==> src/rtl/audclk_pkg.sv <==
`timescale 1ns/1ps
package audclk_pkg;
    localparam int CFG_W      = 32;
    localparam int SRC_LSB    = 30;
    localparam int MDIV_LSB   = 24;
    localparam int MDIV_W     = 5;
    localparam int SDIV_LSB   = 20;
    localparam int SDIV_W     = 4;
    localparam int MASTER_BIT = 19;
    localparam int RATIO_W    = MDIV_W + 2;
    localparam int HZ_W       = 26;

    typedef enum logic [1:0] {
        SRC_18M = 2'd0,
        SRC_45M = 2'd1,
        SRC_49M = 2'd2,
        SRC_BAD = 2'd3
    } src_sel_e;

    typedef logic [RATIO_W-1:0] ratio_t;

    typedef struct packed {
        src_sel_e src;
        ratio_t   mdiv;
        ratio_t   sdiv;
        logic     master;
    } clk_cfg_t;

    // even ratio 2*(c+1) for a code zero-extended to the system-clock field width
    function automatic ratio_t even_ratio(input logic [MDIV_W-1:0] c);
        return ratio_t'({c, 1'b0}) + ratio_t'(2);
    endfunction

    function automatic ratio_t mclk_ratio(input logic [MDIV_W-1:0] c);
        case (c)
            5'h14:   return ratio_t'(1);
            5'h13:   return ratio_t'(3);
            5'h12:   return ratio_t'(5);
            5'h0E:   return ratio_t'(14);
            default: return even_ratio(c);
        endcase
    endfunction

    function automatic ratio_t sclk_ratio(input logic [SDIV_W-1:0] c);
        case (c)
            4'd8:    return ratio_t'(1);
            4'd9:    return ratio_t'(3);
            default: return even_ratio({{(MDIV_W-SDIV_W){1'b0}}, c});
        endcase
    endfunction

    function automatic logic [HZ_W-1:0] src_freq(input src_sel_e s);
        case (s)
            SRC_18M: return HZ_W'(18432000);
            SRC_45M: return HZ_W'(45158400);
            SRC_49M: return HZ_W'(49152000);
            default: return '0;
        endcase
    endfunction
endpackage

==> src/rtl/audclk_cfg_decode.sv <==
`timescale 1ns/1ps
module audclk_cfg_decode
    import audclk_pkg::*;
(
    input  logic [CFG_W-1:0] cfg_word,
    output clk_cfg_t         cfg,
    output logic [HZ_W-1:0]  src_hz,
    output logic             cfg_err
);
    logic unused_cfg_bits;

    always_comb begin
        cfg.src    = src_sel_e'(cfg_word[SRC_LSB +: 2]);
        cfg.mdiv   = mclk_ratio(cfg_word[MDIV_LSB +: MDIV_W]);
        cfg.sdiv   = sclk_ratio(cfg_word[SDIV_LSB +: SDIV_W]);
        cfg.master = cfg_word[MASTER_BIT];
    end

    assign src_hz  = src_freq(cfg.src);
    assign cfg_err = (cfg.src == SRC_BAD);

    assign unused_cfg_bits = ^{cfg_word[MDIV_LSB+MDIV_W +: 1], cfg_word[MASTER_BIT-1:0]};
endmodule

==> src/rtl/audclk_div_stage.sv <==
`timescale 1ns/1ps
module audclk_div_stage #(
    parameter int RATIO_W = 7
) (
    input  logic               clk,
    input  logic               rst,
    input  logic               clr,
    input  logic               tick_in,
    input  logic [RATIO_W-1:0] ratio_req,
    output logic               tick_out,
    output logic               wave
);
    logic [RATIO_W-1:0] cnt;
    logic [RATIO_W-1:0] ratio_cur;
    logic [RATIO_W-1:0] cnt_nx;
    logic [RATIO_W-1:0] low_len;
    logic               term;

    assign term     = (cnt == ratio_cur - RATIO_W'(1));
    assign cnt_nx   = cnt + RATIO_W'(1);
    assign low_len  = ratio_cur - (ratio_cur >> 1);
    assign tick_out = tick_in & term;

    always_ff @(posedge clk) begin
        if (rst || clr) begin
            cnt       <= '0;
            ratio_cur <= ratio_req;
            wave      <= 1'b0;
        end else if (tick_in) begin
            if (term) begin
                cnt       <= '0;
                ratio_cur <= ratio_req;
                wave      <= 1'b0;
            end else begin
                cnt  <= cnt_nx;
                wave <= (cnt_nx >= low_len);
            end
        end
    end

    // the active ratio only moves at a completed period
    assert_reload_at_terminal_R7: assert property (@(posedge clk) disable iff (rst)
        (!$past(rst) && !$past(clr) && !$past(tick_out)) |-> $stable(ratio_cur));

    // the square wave only moves on an input tick
    assert_wave_on_tick_R6: assert property (@(posedge clk) disable iff (rst)
        (!$past(rst) && !$past(clr) && !$past(tick_in)) |-> $stable(wave));

    // the counter never passes the active ratio
    assert_count_bound_R3: assert property (@(posedge clk) disable iff (rst)
        cnt < ratio_cur);
endmodule

==> src/rtl/audclk_divider.sv <==
`timescale 1ns/1ps
module audclk_divider
    import audclk_pkg::*;
(
    input  logic             clk,
    input  logic             rst,
    input  logic [31:0]      cfg_word,
    output logic [25:0]      src_hz,
    output logic             cfg_err,
    output logic             mclk_tick,
    output logic             mclk_wave,
    output logic             sclk_tick,
    output logic             sclk_wave
);
    clk_cfg_t cfg;
    logic     sclk_en;

    audclk_cfg_decode u_dec (
        .cfg_word (cfg_word),
        .cfg      (cfg),
        .src_hz   (src_hz),
        .cfg_err  (cfg_err)
    );

    audclk_div_stage #(.RATIO_W(RATIO_W)) u_mstage (
        .clk       (clk),
        .rst       (rst),
        .clr       (1'b0),
        .tick_in   (1'b1),
        .ratio_req (cfg.mdiv),
        .tick_out  (mclk_tick),
        .wave      (mclk_wave)
    );

    assign sclk_en = mclk_tick & cfg.master;

    audclk_div_stage #(.RATIO_W(RATIO_W)) u_sstage (
        .clk       (clk),
        .rst       (rst),
        .clr       (~cfg.master),
        .tick_in   (sclk_en),
        .ratio_req (cfg.sdiv),
        .tick_out  (sclk_tick),
        .wave      (sclk_wave)
    );

    // a bit-clock tick always lands on a system-clock tick
    assert_sclk_on_mclk_R4: assert property (@(posedge clk) disable iff (rst)
        sclk_tick |-> mclk_tick);

    // with master clear for two cycles the bit clock is idle
    assert_slave_idle_R5: assert property (@(posedge clk) disable iff (rst)
        (!$past(cfg_word[MASTER_BIT]) && !cfg_word[MASTER_BIT]) |-> (!sclk_tick && !sclk_wave));

    // waves are low right after a reset cycle
    assert_reset_low_R9: assert property (@(posedge clk) disable iff (rst)
        $past(rst) |-> (!mclk_wave && !sclk_wave));
endmodule

==> config.mk <==
export PLATFORM = sky130hd
export DESIGN_NAME = audclk_divider
export DESIGN_NICKNAME = d
export VERILOG_FILES = /design/src/rtl/audclk_pkg.sv /design/src/rtl/audclk_cfg_decode.sv /design/src/rtl/audclk_div_stage.sv /design/src/rtl/audclk_divider.sv
export SDC_FILE = /design/constraint.sdc
export NUM_CORES = 1
export LEC_CHECK = 0
export CAP_MARGIN = 10
export CORE_ASPECT_RATIO = 1.1
export CORE_UTILIZATION = 42
export DETAILED_ROUTE_END_ITERATION = 12
export PLACE_DENSITY_LB_ADDON = 0.1
export SETUP_SLACK_MARGIN = 0.02
export SLEW_MARGIN = 20
export SYNTH_ARGS = -nofsm -noshare
export SYNTH_HDL_FRONTEND = slang
export SYNTH_SLANG_ARGS = --single-unit
==> constraint.sdc <==
create_clock -name clk -period 7.15 [get_ports clk]
set_clock_uncertainty 0.1 [all_clocks]
set_input_delay 1.7875 -clock clk [delete_from_list [all_inputs] [get_ports clk]]
set_output_delay 1.7875 -clock clk [all_outputs]
set_load 0.03 [all_outputs]
==> results.json, run 1 <==
{
  "cp_slowest_stage_delay_ns": 0.69,
  "post-cts-setup-buffers": 0,
  "ys.flop_type": "dfxtp_1",
  "drive_gt1_share_pct": 2.51,
  "cts_resized": 0,
  "synth_top_area_share_pct": 23.9,
  "cts_buffers": 5,
  "core.rowCount": 31,
  "viasPerCell": 4.94,
  "rsz0062_at_grt": "false",
  "crit_fanout": 5,
  "p_int_mw": 0.344,
  "crit_slowest_cell": "clkdlybuf4s50_1",
  "synth_top_family_by_area": "adder cells",
  "synth_top_area_cell": "ha_1",
  "drtPass1Iterations": 4,
  "ir_drop_v": 0.0000615,
  "power_frac_seq_pct": 37.1,
  "p_sw_mw": 0.177,
  "power_density_mw_per_mm2": 156,
  "overflow": 0,
  "drc": 0,
  "insertion_delay_ns": 0.27,
  "cp-start-kind": "input port",
  "clk_pin_slew_ns": 0.06,
  "fin_nets": 452,
  "instances_no_fill": 441,
  "synth_simple_gate_area_share_pct": 17.3,
  "grt_pass1_vias": 2087,
  "routed-via-count": 2177,
  "die-area_mm2": 0.00745,
  "h-tree-depth": 2,
  "holdWs_ns": 0.369,
  "min_period_ns": 5.41,
  "ys_seq_elements": 29,
  "portBuffers": 30,
  "yosysUniqueCellTypes": 45,
  "status": "complete, no violations",
  "synth_edf_count": 13,
  "postSynthCellCount": 335,
  "utilization_pct": 49.8,
  "max_freq_mhz": 185,
  "cellLeakagePower_nw": 1.47,
  "die_w_um": 82.4,
  "placed_cells": 434,
  "netlist_top_cells_area": "ha_1 (24%), edfxtp_1 (13%), dfxtp_1 (11%)",
  "crit_chain": "clkdlybuf4s50_1, inv_1, ha_1, nor2_1, nor2_1, clkdlybuf4s50_1",
  "ant_nets": 0,
  "finalSetupViolCount": 0,
  "pwr-share-clk_pct": 25.7,
  "dp_hpwl_mm": 4.20,
  "hold_viol": 0,
  "multi_input_area_mm2": 0.00202,
  "cts.sinks": 29,
  "maxSlewHeadroom_pct": 43.2,
  "netSwitchingFraction_pct": 34.0,
  "wl_per_cell_um": 11.5,
  "antenna_cells_inserted": 0,
  "synth_compound_area_share_pct": 10.7,
  "fillers": 660,
  "cp_data_required_time_ns": 5.26,
  "design.portCount": 65,
  "synth_most_common_cell": "ha_1",
  "chipHeight_um": 90.4,
  "grt_pass1_wl_mm": 8.99,
  "synthMuxAreaShare_pct": 0.671,
  "syn_avg_cell_area_um2": 8.91,
  "yosysSeqAreaShare_pct": 23.8,
  "cp.arrival_ns": 3.52,
  "clockBufferDepth": 2,
  "place.gp.congestion": 0.812,
  "syn2layout_area_growth_pct": 11.9,
  "tns_ns": 0,
  "worstSetupPathType": "input port to primary output",
  "hp-class": "register to register",
  "tightest_slew_ns": 0.850,
  "cap_viol_max_count": 0,
  "syn_area_mm2": 0.00298,
  "crit_path_end_kind": "primary output",
  "track_usage_pct": 15.4,
  "drt-initial-drc-count": 48,
  "antenna_found_initial": 0,
  "synthAdderAreaFrac_pct": 25.2,
  "finalCritPeriodShare_pct": 75.7,
  "ys_warn_count": 0,
  "cts_tree": "yes",
  "synth_common_cells": "ha_1 (57), inv_1 (32), xnor2_1 (29)",
  "drt-total-wl_mm": 5.09,
  "async_reset_ff_share_pct": 0,
  "synth_xor_area_share_pct": 12.0,
  "start_util_pct": 44.5,
  "finalMaxSlewViolations": 0,
  "grt_max_degree": 16,
  "seqCellArea_um2": 711,
  "comb_power_share_pct": 37.2,
  "cts_root_buffer": "clkbuf_8",
  "ctsHoldBuffers": 0,
  "coreArea_mm2": 0.00671
}
power by group through the flow:
stage / clock network [mW] / registers [mW] / logic, mW
after floorplan: 0 / 0.194 / 0.159
after global placement: 0 / 0.197 / 0.193
after detailed placement: 0 / 0.197 / 0.195
after CTS: 0.140 / 0.193 / 0.197
after global routing: 0.147 / 0.195 / 0.224
final: 0.134 / 0.193 / 0.194
flip-flops by register name (all words and copies together) (netlist names):
name                flops
u_sstage.cnt            7
u_sstage.ratio_cur      6
u_mstage.ratio_cur      7
u_mstage.cnt            7
u_mstage.wave           1
u_sstage.wave           1
worst paths after layout:
path	startpoint	end	slack [ns]	depth (start not counted)
setup / recovery	cfg_word[30]	src_hz[16]	1.74	6
hold / removal	u_sstage.wave	u_sstage.wave	0.37	1
setup reg to reg	u_mstage.ratio_cur[2]	u_mstage.ratio_cur[0]	4.08	7
hold reg to reg	u_sstage.wave	u_sstage.wave	0.37	1
layout by cell type (no fill, tap or decap), drive strengths merged, types with 7 or more instances in the layout:
| cell | instances |
|---|---|
| ha | 57 |
| inv | 32 |
| clkdlybuf4s50 | 30 |
| xnor2 | 29 |
| nor2 | 21 |
| a21oi | 17 |
| dfxtp | 16 |
| nand2 | 14 |
| conb | 14 |
| edfxtp | 13 |
| xor2 | 12 |
| nor2b | 11 |
| nand3 | 11 |
| o21ai | 11 |
| nand2b | 9 |
| clkbuf | 7 |
cell families (layout without fill, tap and decap cells):
group / Yosys count / after routing
AND/OR/NAND/NOR: 93 / 93
adder cells (fa/ha/maj): 59 / 59
buffers and inverters: 58 / 69
AO/OA/AOI/OAI: 52 / 52
XOR/XNOR: 41 / 41
flip-flops: 29 / 29
multiplexers: 2 / 2
other: 1 / 14
critical path, delay by kind of cell:
family / cells / cell delay, ns
adder cells (fa/ha/maj): 1 / 0.23
buffers and inverters: 3 / 1.33
AND/OR/NAND/NOR: 2 / 0.17
per-stage QoR:
stage / area (um^2) / total power [mW] / worst slack, ns
floorplan: 3030 / 0.353 / 2.22
global route: 3340 / 0.566 / 1.60
CTS: 3340 / 0.530 / 1.73
global placement: 3250 / 0.390 / 1.74
detailed placement: 3250 / 0.392 / 1.73
finish: 3340 / 0.521 / 1.74
area by class of cell:
type	count	area share (%)
repair buffers	30	8.99
flip-flops and latches	29	21.3
multi-input cells	261	60.5
well taps	82	3.07
inverters	32	3.60
clock buffers	7	2.59
routing by layer:
metal	GRT usage, %	vias up	wire length [um]
li1	-	1154	-
met1	20.7	967	2510
met2	24.4	51	2340
met3	1.92	5	164
met4	5.99	0	72
met5	0	-	0
Note: power is estimated with default switching activity, not from simulation.
==> inputs of run 2 (changes only) <==
==> constraint.sdc (replaced) <==
create_clock -name clk -period 4.4 [get_ports clk]
set_clock_uncertainty 0.1 [all_clocks]
set_input_delay 1.1 -clock clk [delete_from_list [all_inputs] [get_ports clk]]
set_output_delay 1.1 -clock clk [all_outputs]
set_load 0.03 [all_outputs]
==> results.json, run 2 (same netlist as run 1, synthesis figures left out) <==
{
  "portBuffers": 30,
  "crit_end": "src_hz[16]",
  "hold_viol": 0,
  "finalSetupViolCount": 0,
  "worstSetupPathType": "input port to primary output",
  "r2r-end": "u_sstage.wave",
  "cp.arrival_ns": 2.84,
  "p_int_mw": 0.560,
  "drtPass1Iterations": 4,
  "power_frac_seq_pct": 37.0,
  "power_density_mw_per_mm2": 253,
  "finalCritPeriodShare_pct": 91.9,
  "cts.sinks": 29,
  "cts_resized": 0,
  "finalMaxSlewViolations": 0,
  "cp_slowest_stage_delay_ns": 0.69,
  "syn2layout_area_growth_pct": 12.4,
  "cp_data_required_time_ns": 3.20,
  "rsz0062_at_grt": "false",
  "crit_slowest_cell": "clkdlybuf4s50_1",
  "antenna_cells_inserted": 0,
  "crit_chain": "clkdlybuf4s50_1, inv_1, ha_1, nor2_1, nor2_1, clkdlybuf4s50_1",
  "cap_viol_max_count": 0,
  "wl_per_cell_um": 11.3,
  "reg_top3": "u_mstage.cnt (7), u_mstage.ratio_cur (7), u_sstage.cnt (7)",
  "p_total_mw": 0.847,
  "tightest_slew_ns": 0.611,
  "track_usage_pct": 14.8,
  "overflow": 0,
  "maxSlewHeadroom_pct": 59.3,
  "multi_input_area_mm2": 0.00202,
  "drt-total-wl_mm": 5.00,
  "cp.buffers_inverters": 3,
  "cp-startpoint": "cfg_word[30]",
  "p_sw_mw": 0.288,
  "rrSetupSlack_ns": 1.67,
  "drc": 0,
  "grt_pass1_wl_mm": 8.85,
  "antenna_found_initial": 0,
  "start_util_pct": 44.5,
  "drive_gt1_share_pct": 3.05,
  "seqCellArea_um2": 711,
  "grt_max_degree": 16,
  "grt_pass1_vias": 2044,
  "drt-initial-drc-count": 54,
  "coreArea_mm2": 0.00671,
  "ant_nets": 0,
  "pwr-share-clk_pct": 25.7,
  "core.rowCount": 31,
  "critical_path.top_delay_family": "buffers and inverters",
  "die_w_um": 82.4,
  "ir_drop_v": 0.000118,
  "fillers": 630,
  "h-tree-depth": 2,
  "cp-start-kind": "input port",
  "crit_path_end_kind": "primary output",
  "worstSetupPathDepth": 6,
  "cts_tree": "yes",
  "tns_ns": 0,
  "clk_pin_slew_ns": 0.06,
  "design.portCount": 65,
  "clockBufferDepth": 2,
  "crit_fanout": 5,
  "chipHeight_um": 90.4,
  "utilization_pct": 50.0,
  "cts_root_buffer": "clkbuf_8",
  "insertion_delay_ns": 0.27,
  "final_common_cell": "ha_1",
  "ctsHoldBuffers": 0,
  "routed-via-count": 2178,
  "final_cell_mix": "ha_1 (57), inv_1 (32), clkdlybuf4s50_1 (30)",
  "status": "complete, no violations",
  "r2r_cells": 13,
  "final_area_mm2": 0.00335,
  "viasPerCell": 4.92,
  "comb_power_share_pct": 37.3,
  "reg2reg_from": "u_sstage.ratio_cur[0]",
  "die-area_mm2": 0.00745,
  "max_freq_mhz": 247,
  "min_period_ns": 4.04,
  "fin_nets": 454,
  "cellLeakagePower_nw": 1.48,
  "place.gp.congestion": 0.867,
  "cts_buffers": 5,
  "dp_hpwl_mm": 4.08,
  "post-cts-setup-buffers": 0,
  "hp-class": "register to register",
  "netSwitchingFraction_pct": 34.0,
  "dpl-instance-area_mm2": 0.00327
}
==> run 2: worst reg2reg max path: cells and delay by family (launching register included) <==
family | cells | cell delay, ns
buffers and inverters | 1 | 0.08
xor gates and xnor gates | 1 | 0.19
DFF | 1 | 0.39
AOI/OAI and AO/OA | 4 | 0.60
adders and majority gates | 3 | 0.92
and+or+nand+nor | 4 | 0.34
==> run 2: metal layers <==
layer / global-route usage, % / wire length (um)
met1: 21.1 / 2520
met5: 0 / 0
met4: 5.26 / 67
met2: 22.6 / 2260
met3: 1.72 / 145
==> run 2: per-stage QoR <==
stage,setup WS (ns),cells,hold slack (ns)
global placement,0.364,436,0.352
global route,0.191,443,0.410
floorplan,0.845,348,0.362
detailed placement,0.331,436,0.366
CTS,0.332,443,0.387
finish,0.355,443,0.385
==> run 2: how the worst min path moves through the flow <==
| stage | startpoint | endpoint | depth (start not counted) |
|---|---|---|---|
| CTS | u_sstage.wave | u_sstage.wave | 1 |
| global placement | u_sstage.wave | u_sstage.wave | 1 |
| finish | u_sstage.wave | u_sstage.wave | 1 |
| detailed placement | u_sstage.wave | u_sstage.wave | 1 |
| global route | u_sstage.wave | u_sstage.wave | 1 |
| floorplan | u_mstage.cnt[0] | u_mstage.cnt[0] | 1 |
==> run 2: cell type report <==
class	instances	area share, %
inverters	32	3.58
clock buffers	7	2.57
well taps	82	3.06
repair buffers	32	9.40
multi-input cells	261	60.2
flip-flops and latches	29	21.2
==> run 2: power by group through the flow <==
stage / combinational, mW / clock (mW) / sequential [mW]
floorplan: 0.258 / 0 / 0.316
global placement: 0.315 / 0 / 0.320
detailed placement: 0.317 / 0 / 0.320
CTS: 0.320 / 0.225 / 0.314
global route: 0.360 / 0.235 / 0.316
finish: 0.316 / 0.218 / 0.314
==> inputs of run 3 (changes only) <==
--- a/config.mk
+++ b/config.mk
@@ -8,6 +8,7 @@
 export CAP_MARGIN = 10
 export CORE_ASPECT_RATIO = 1.1
 export CORE_UTILIZATION = 42
+export CTS_BUF_LIST = sky130_fd_sc_hd__clkbuf_4 sky130_fd_sc_hd__clkbuf_8
 export DETAILED_ROUTE_END_ITERATION = 12
 export PLACE_DENSITY_LB_ADDON = 0.1
 export SETUP_SLACK_MARGIN = 0.02
==> results.json, run 3 (same netlist as run 1, synthesis figures left out) <==
{
  "final_common_cell": "ha_1",
  "track_usage_pct": 14.8,
  "cts_resized": 0,
  "finalSetupViolCount": 0,
  "coreArea_mm2": 0.00671,
  "wl_per_cell_um": 11.3,
  "fillers": 628,
  "cp_data_required_time_ns": 3.20,
  "routed-via-count": 2178,
  "power_frac_seq_pct": 36.7,
  "portBuffers": 30,
  "fin_nets": 454,
  "ctsHoldBuffers": 0,
  "hold_viol": 0,
  "clk_pin_slew_ns": 0.06,
  "cp-start-kind": "input port",
  "clockBufferDepth": 2,
  "maxSlewHeadroom_pct": 59.3,
  "start_util_pct": 44.5,
  "cts_buffers": 5,
  "seqCellArea_um2": 711,
  "rrSetupSlack_ns": 1.67,
  "finalCritPeriodShare_pct": 91.9,
  "cts.sinks": 29,
  "antenna_cells_inserted": 0,
  "tightest_slew_ns": 0.611,
  "crit_fanout": 5,
  "placed_cells": 436,
  "insertion_delay_ns": 0.27,
  "tns_ns": 0,
  "post-cts-setup-buffers": 0,
  "core.rowCount": 31,
  "drc": 0,
  "drive_gt1_share_pct": 3.32,
  "rsz0062_at_grt": "false",
  "status": "complete, no violations",
  "finalMaxSlewViolations": 0,
  "p_int_mw": 0.566,
  "worstSetupPathType": "input port to primary output",
  "comb_power_share_pct": 37.0,
  "power_density_mw_per_mm2": 254,
  "die_w_um": 82.4,
  "netSwitchingFraction_pct": 33.7,
  "max_freq_mhz": 247,
  "drt-total-wl_mm": 4.99,
  "multi_input_area_mm2": 0.00202,
  "reg_top3": "u_mstage.cnt (7), u_mstage.ratio_cur (7), u_sstage.cnt (7)",
  "cellLeakagePower_nw": 1.48,
  "final_cell_mix": "ha_1 (57), inv_1 (32), clkdlybuf4s50_1 (30)",
  "min_period_ns": 4.04,
  "die-area_mm2": 0.00745,
  "crit_path_end_kind": "primary output",
  "grt_pass1_wl_mm": 8.85,
  "syn2layout_area_growth_pct": 12.5,
  "overflow": 0,
  "design.portCount": 65,
  "viasPerCell": 4.92,
  "hp-class": "register to register",
  "grt_pass1_vias": 2044,
  "grt_max_degree": 16,
  "dp_hpwl_mm": 4.08,
  "cp.arrival_ns": 2.84,
  "place.gp.congestion": 0.867,
  "cts_tree": "yes",
  "instances_no_fill": 443,
  "drtPass1Iterations": 4,
  "drt-initial-drc-count": 54,
  "chipHeight_um": 90.4,
  "p_sw_mw": 0.288,
  "ant_nets": 0,
  "cts_root_buffer": "clkbuf_8",
  "cap_viol_max_count": 0,
  "antenna_found_initial": 0,
  "ir_drop_v": 0.000118,
  "pwr-share-clk_pct": 26.2,
  "h-tree-depth": 2
}
[run 3: cell count changes in the layout (fill, tap and decap cells not counted)]
cell	change
clkbuf_1	-1
clkbuf_4	+1
[run 3: final cells by class]
class,count,area share [%]
well taps,82,3.06
flip-flops and latches,29,21.2
inverters,32,3.58
clock buffers,7,2.68
multi-input cells,261,60.1
repair buffers,32,9.39
[run 3: metrics by stage]
step | utilization (%) | hold WS [ns] | total power [mW] | cell area, um^2 | setup slack [ns]
after floorplan | - | 0.362 | 0.574 | 3030 | 0.845
after global placement | 48.7 | 0.352 | 0.634 | 3270 | 0.364
after detailed placement | 48.7 | 0.366 | 0.637 | 3270 | 0.331
after CTS | 50.0 | 0.387 | 0.865 | 3360 | 0.332
after global routing | 50.0 | 0.410 | 0.917 | 3360 | 0.191
final | 50.0 | 0.385 | 0.853 | 3360 | 0.355
[run 3: final timing paths]
| kind | start | endpoint | cells after the start |
|---|---|---|---|
| worst min-delay path | u_sstage.wave | u_sstage.wave | 1 |
| worst max register to register | u_sstage.ratio_cur[0] | u_sstage.wave | 13 |
| worst min register to register | u_sstage.wave | u_sstage.wave | 1 |
| worst max-delay path | cfg_word[30] | src_hz[16] | 6 |
[run 3: worst max-delay path: stages]
cell	delay, ns
clkdlybuf4s50_1	0.49
inv_1	0.15
ha_1	0.22
nor2_1	0.06
nor2_1	0.13
clkdlybuf4s50_1	0.69
[run 3: power by group through the flow]
stage | Combinational, mW | Clock, mW | Sequential [mW]
after floorplan | 0.258 | 0 | 0.316
after global placement | 0.315 | 0 | 0.320
after detailed placement | 0.317 | 0 | 0.320
after CTS | 0.320 | 0.232 | 0.314
after global routing | 0.360 | 0.241 | 0.316
final | 0.316 | 0.224 | 0.314
[run 3: metal layers]
metal	GRT usage [%]	share of wire, %
met2	22.6	45
met3	1.72	2.9
met5	0	0
met1	21.1	51
met4	5.26	1.3
